==> config.mk <==
export PLATFORM = sky130hd
export DESIGN_NAME = uart_dma_ready
export DESIGN_NICKNAME = d
export VERILOG_FILES = /design/src/rtl/dma_rdy_pkg.sv /design/src/rtl/dma_mode_sel.sv /design/src/rtl/dma_rx_trig_dec.sv /design/src/rtl/dma_rx_ready_fsm.sv /design/src/rtl/dma_tx_ready_fsm.sv /design/src/rtl/uart_dma_ready.sv
export SDC_FILE = /design/constraint.sdc
export NUM_CORES = 1
export LEC_CHECK = 0
export ABC_CLOCK_PERIOD_IN_PS = 1100
export BUFFER_PORTS_ARGS = -buffer_cell sky130_fd_sc_hd__buf_4
export CORE_AREA = 2 2 39 41
export CTS_BUF_LIST = sky130_fd_sc_hd__clkbuf_4
export CTS_CLUSTER_DIAMETER = 50
export DETAILED_ROUTE_END_ITERATION = 6
export DIE_AREA = 0 0 41 43
export GPL_TIMING_DRIVEN = 0
export PLACE_DENSITY = 0.48
export SYNTH_ARGS = -nofsm -noshare
export SYNTH_HDL_FRONTEND = slang
export SYNTH_SLANG_ARGS = --single-unit
==> constraint.sdc <==
create_clock -name clk -period 1.1 [get_ports clk]
set_input_delay 0.055 -clock clk [delete_from_list [all_inputs] [get_ports clk]]
set_output_delay 0.055 -clock clk [all_outputs]
set_load 0.1 [all_outputs]
==> src/rtl/dma_rdy_pkg.sv <==
package dma_rdy_pkg;

    typedef enum logic {
        RX_IDLE = 1'b0,
        RX_REQ  = 1'b1
    } rx_state_e;

    typedef enum logic {
        TX_OPEN = 1'b0,
        TX_HOLD = 1'b1
    } tx_state_e;

    typedef enum logic {
        MODE_SINGLE = 1'b0,
        MODE_BLOCK  = 1'b1
    } xfer_mode_e;

endpackage

==> src/rtl/dma_mode_sel.sv <==
module dma_mode_sel
    import dma_rdy_pkg::*;
(
    input  logic       fifo_en,
    input  logic       dma_block_sel,
    output xfer_mode_e mode
);
    // Block style only exists with FIFOs on.
    always_comb begin
        if (fifo_en && dma_block_sel) mode = MODE_BLOCK;
        else                          mode = MODE_SINGLE;
    end
endmodule

==> src/rtl/dma_rx_trig_dec.sv <==
module dma_rx_trig_dec #(
    parameter int DEPTH   = 16,
    parameter int TRIG_L0 = 1,
    parameter int TRIG_L1 = 4,
    parameter int TRIG_L2 = 8,
    parameter int TRIG_L3 = 14,
    localparam int CW     = $clog2(DEPTH + 1)
) (
    input  logic [1:0]    sel,
    output logic [CW-1:0] level
);
    localparam int NLVL = 4;
    logic [CW-1:0] lvl_tab [NLVL];

    // level table built from parameters
    for (genvar g = 0; g < NLVL; g++) begin : g_lvl
        localparam int VAL = (g == 0) ? TRIG_L0 :
                             (g == 1) ? TRIG_L1 :
                             (g == 2) ? TRIG_L2 : TRIG_L3;
        assign lvl_tab[g] = CW'(VAL);
    end

    assign level = lvl_tab[sel];
endmodule

==> src/rtl/dma_rx_ready_fsm.sv <==
module dma_rx_ready_fsm
    import dma_rdy_pkg::*;
#(
    parameter int DEPTH = 16,
    localparam int CW   = $clog2(DEPTH + 1)
) (
    input  logic          clk,
    input  logic          rst_n,
    input  xfer_mode_e    mode,
    input  logic [CW-1:0] fill,
    input  logic [CW-1:0] level,
    input  logic          timeout,
    input  logic          flush,
    output logic          rdy_n
);
    rx_state_e state, state_nx;
    logic      has_data;
    logic      at_trig;

    assign has_data = (fill != '0);
    assign at_trig  = (fill >= level);

    always_ff @(posedge clk or negedge rst_n) begin
        if (!rst_n) state <= RX_IDLE;
        else        state <= state_nx;
    end

    always_comb begin
        state_nx = state;
        if (flush) begin
            state_nx = RX_IDLE;                       // rx_flush
        end else if (mode == MODE_SINGLE) begin
            state_nx = has_data ? RX_REQ : RX_IDLE;
        end else begin
            unique case (state)
                RX_IDLE: if (at_trig || (timeout && has_data)) state_nx = RX_REQ; // rx_set
                RX_REQ:  if (!has_data)                        state_nx = RX_IDLE; // rx_drain
            endcase
        end
    end

    always_comb begin
        rdy_n = (state != RX_REQ) || flush;           // override
    end

    assert_rx_empty_release_R6: assert property (@(posedge clk) disable iff (!rst_n)
        (fill == '0) |=> rdy_n);

    assert_rx_flush_high_R11: assert property (@(posedge clk) disable iff (!rst_n)
        flush |-> rdy_n);

    assert_rx_block_hold_R6: assert property (@(posedge clk) disable iff (!rst_n)
        (mode == MODE_BLOCK && !rdy_n && has_data && !flush) |=> (!rdy_n || flush));

    assert_rx_trig_set_R4: assert property (@(posedge clk) disable iff (!rst_n)
        (mode == MODE_BLOCK && at_trig && !flush) |=> (!rdy_n || flush));

    assert_rx_level_nonzero_R7: assert property (@(posedge clk) disable iff (!rst_n)
        level != '0);
endmodule

==> src/rtl/dma_tx_ready_fsm.sv <==
module dma_tx_ready_fsm
    import dma_rdy_pkg::*;
#(
    parameter int DEPTH = 16,
    localparam int CW   = $clog2(DEPTH + 1)
) (
    input  logic          clk,
    input  logic          rst_n,
    input  xfer_mode_e    mode,
    input  logic [CW-1:0] fill,
    input  logic          flush,
    output logic          rdy_n
);
    localparam logic [CW-1:0] FULL = CW'(DEPTH);

    tx_state_e state, state_nx;
    logic      is_full;
    logic      is_empty;

    assign is_full  = (fill == FULL);
    assign is_empty = (fill == '0);

    always_ff @(posedge clk or negedge rst_n) begin
        if (!rst_n) state <= TX_OPEN;
        else        state <= state_nx;
    end

    always_comb begin
        state_nx = state;
        if (flush) begin
            state_nx = TX_OPEN;                         // tx_flush
        end else if (mode == MODE_SINGLE) begin
            state_nx = is_empty ? TX_OPEN : TX_HOLD;
        end else begin
            unique case (state)
                TX_OPEN: if (is_full)  state_nx = TX_HOLD; // tx_set
                TX_HOLD: if (is_empty) state_nx = TX_OPEN; // tx_drain
            endcase
        end
    end

    always_comb begin
        rdy_n = (state == TX_HOLD) && !flush;           // override
    end

    assert_tx_empty_release_R10: assert property (@(posedge clk) disable iff (!rst_n)
        is_empty |=> !rdy_n);

    assert_tx_flush_low_R11: assert property (@(posedge clk) disable iff (!rst_n)
        flush |-> !rdy_n);

    assert_tx_block_partial_R9: assert property (@(posedge clk) disable iff (!rst_n)
        (mode == MODE_BLOCK && !rdy_n && !is_full) |=> !rdy_n);

    assert_tx_block_hold_R10: assert property (@(posedge clk) disable iff (!rst_n)
        (mode == MODE_BLOCK && rdy_n && !is_empty && !flush) |=> (rdy_n || flush));
endmodule

==> src/rtl/uart_dma_ready.sv <==
module uart_dma_ready
    import dma_rdy_pkg::*;
#(
    parameter int DEPTH   = 16,
    parameter int TRIG_L0 = 1,
    parameter int TRIG_L1 = 4,
    parameter int TRIG_L2 = 8,
    parameter int TRIG_L3 = 14,
    localparam int CW     = $clog2(DEPTH + 1)
) (
    input  logic          clk,
    input  logic          rst_n,
    input  logic          fifo_en,
    input  logic          dma_block_sel,
    input  logic [CW-1:0] rx_fill,
    input  logic [1:0]    rx_trig_sel,
    input  logic          rx_timeout,
    input  logic [CW-1:0] tx_fill,
    input  logic          rx_flush,
    input  logic          tx_flush,
    output logic          rx_ready_n,
    output logic          tx_ready_n
);
    xfer_mode_e    mode;
    logic [CW-1:0] trig_level;

    dma_mode_sel u_mode (
        .fifo_en       (fifo_en),
        .dma_block_sel (dma_block_sel),
        .mode          (mode)
    );

    dma_rx_trig_dec #(
        .DEPTH (DEPTH), .TRIG_L0 (TRIG_L0), .TRIG_L1 (TRIG_L1),
        .TRIG_L2 (TRIG_L2), .TRIG_L3 (TRIG_L3)
    ) u_trig (
        .sel   (rx_trig_sel),
        .level (trig_level)
    );

    dma_rx_ready_fsm #(.DEPTH (DEPTH)) u_rx (
        .clk     (clk),
        .rst_n   (rst_n),
        .mode    (mode),
        .fill    (rx_fill),
        .level   (trig_level),
        .timeout (rx_timeout),
        .flush   (rx_flush),
        .rdy_n   (rx_ready_n)
    );

    dma_tx_ready_fsm #(.DEPTH (DEPTH)) u_tx (
        .clk   (clk),
        .rst_n (rst_n),
        .mode  (mode),
        .fill  (tx_fill),
        .flush (tx_flush),
        .rdy_n (tx_ready_n)
    );

    assert_single_rx_follow_R2: assert property (@(posedge clk) disable iff (!rst_n)
        (!fifo_en && rx_fill != '0 && !rx_flush) |=> (!rx_ready_n || rx_flush));

    assert_single_tx_follow_R8: assert property (@(posedge clk) disable iff (!rst_n)
        (!fifo_en && tx_fill != '0 && !tx_flush) |=> (tx_ready_n || tx_flush));
endmodule

==> results.ini <==
[place]
hpwl_um = 534
portBuffers = 20
gp_congestion = 0.570
post_dp_cell_area_um2 = 400

[critical_path]
cp_max_fo = 3
r2r_slack_ns = -0.13
r2r-start = u_rx.state
cpPeakStageDelay_ns = 0.49
reg2reg_to = u_rx.state
path_cells = or4bb_1 -> a21oi_2 -> o32ai_1
reg2reg_depth = 3
required_ns = 1.18
crit_arrival_ns = 1.31
end_kind = flip-flop
worst_path_max_delay_cell = or4bb_1
path_class = flip-flop to flip-flop
critPathLaunchType = flip-flop

[layout]
areaGrowthSynthToFinish_pct = 96.1
mostFrequentLayoutCell = buf_4
nNetsFinal = 76
n_fill_cell = 162
fin_area_um2 = 437
final_layout_size_suffix_gt1_frac = 0.490
final_cell_mix = 20 x buf_4, 4 x inv_1, 4 x ha_1
n_antenna_cell = 0

[outcome]
violations = setup timing
status = finished with violations

[synth]
syn-num-nets = 50
syn_avg_cell_area_um2 = 8.25
ys.warnings.count = 0
yosysTopAreaCell = dfrtp_1
seq_area_frac_synth = 0.225
netlist.area_leader.share = 0.225
netlist_instances = 27
synth_area_um2 = 223
synthDistinctLibCells = 17
synthTopCellsByArea = dfrtp_1 22%, ha_1 22%, inv_1 6.7%
ys_ff_latch = 2

[route]
drc_errors = 0
num_vias = 286
drt-initial-drc-count = 1
ant_nets = 0
dr.pass1.iters = 2
vias_per_cell = 4.27
totalWireLength_um = 612
wire_per_inst_um = 9.13

[cts]
clock_latency_ns = 0.22
htree_levels = 1
clk_pin_slew_ns = 0.03
cts_num_sinks = 2
cts_buffers = 3
cts.path.max_buffers = 2
post_cts_buffers = 0
cts-root-buf = clkbuf_4
cts_tree = done

[pwr]
ir_drop_mv = 0.453
p_leak_uw = 0.000222
swShare = 0.290
switchingPower_uw = 111
p_per_area_nw_per_um2 = 877
total_power_uw = 383
clkPwrFrac = 0.414
seq_power_share = 0.216
p_comb_frac = 0.370
intPower_uw = 272

[floorplan]
initial_core_util = 0.161
row_count = 14
die_area_um2 = 1760
ios = 21
die_width_um = 41
die_y_um = 43
core_area_um2 = 1380

[global_routing]
grt_pass1_wl_um = 945
grt_max_degree = 4
grt_antenna_before_repair = 0
grt_use_total = 0.0823
grt_pass1_vias = 258
overflow = 0

[hold_path]
hold_end = u_tx.state
worstHoldStart = tx_flush
timing.hold.worst.class = primary input to flip-flop
whs_path_depth = 2

[timing]
relSlewSlack = 0.757
drv_slew = 0
finalSetupViolations = 1
finClkSkew_ns = 0
hold_viol = 0
fin_crit_sh = 1.12
final.min_clock_period_ns = 1.23
rsz0062_at_grt = true
fmax_ghz = 0.814
worst_slew_pin_slew_ns = 0.355
finalWorstSetupSlack_ns = -0.129

[run]
maxCapViolations = 0

==> registers in the layout, indices dropped and copies added (netlist names) <==
name and cells:
u_rx.state 1, u_tx.state 1
==> layer usage <==
| layer | track usage | vias up | share of wire |
|---|---|---|---|
| met1 | 0.0997 | 118 | 0.40 |
| met2 | 0.106 | 19 | 0.45 |
| met5 | 0 | - | 0 |
| met4 | 0.0800 | 0 | 0 |
| li1 | - | 149 | - |
| met3 | 0.0262 | 0 | 0.15 |
==> synthesized netlist by cell type <==
master,n
o21a_1,1
a211oi_1,1
inv_1,4
dfrtp_1,2
or4_1,1
nor4_1,1
a21oi_1,1
nor2_1,2
nand2b_1,2
nor2b_1,1
o32ai_1,1
or3_1,1
ha_1,4
or4bb_1,1
nand2_1,2
nor3_1,1
a2111oi_0,1
==> cell families (layout without fill, tap and decap cells) <==
logic type / count (synthesis) / in the layout / share of synthesized area
AO/OA/AOI/OAI: 5 / 5 / 0.169
AND/OR/NAND/NOR: 12 / 12 / 0.315
adder cells (fa/ha/maj): 4 / 4 / 0.225
flip-flops: 2 / 2 / 0.225
buffers and inverters: 4 / 28 / 0.0674
==> worst max-delay path: cells and delay by family (launching register included) <==
kind	cells	cell delay (ns)
and+or+nand+nor	1	0.49
DFF	1	0.38
AOI/OAI and AO/OA	2	0.22
==> per-stage QoR <==
step           TNS, ns   util  worst slack, ns  instances  hold WS [ns]
6_report        -0.129  0.316           -0.129         67        0.0226
5_1_grt         -0.189  0.316           -0.189         67        0.0169
4_1_cts         -0.150  0.313           -0.150         67        0.0129
3_5_place_dp    -0.269  0.289           -0.269         63        -0.161
3_3_place_gp    -0.240  0.289           -0.240         63        -0.161
2_1_floorplan  -0.0754      -          -0.0584         27        -0.241
==> what timing repair did <==
item,in CTS,in global routing
endpoints found under the hold margin,2,0
resized for setup,0,1
hold buffers,1,0
setup endpoints to repair,1,1
==> power groups by stage <==
stage               combinational [uW]  clock, uW  sequential [uW]
finish                             142        158             82.8
global route                       155        180             83.4
global placement                   139          0             83.7
detailed placement                 139          0             83.9
CTS                                143        171             83.1
floorplan                         70.7          0             82.6
==> worst max path at each step <==
stage / cells past startpoint / to / from / slack (ns)
3_3_place_gp: 6 / u_rx.state / rx_trig_sel[0] / -0.24
4_1_cts: 3 / u_rx.state / u_rx.state / -0.15
3_5_place_dp: 6 / u_rx.state / rx_trig_sel[0] / -0.27
2_1_floorplan: 3 / u_rx.state / u_rx.state / -0.06
6_report: 3 / u_rx.state / u_rx.state / -0.13
5_1_grt: 3 / u_rx.state / u_rx.state / -0.19
==> layout make-up <==
class | instances | area [um2] | share of cell area
well taps | 16 | 20.0 | 0.0458
multi-input cells | 21 | 169 | 0.387
inverters | 4 | 15.0 | 0.0344
flip-flops and latches | 2 | 50.0 | 0.115
clock buffers | 3 | 22.5 | 0.0516
repair buffers | 21 | 160 | 0.367
Power figures use the tool's default switching activity.
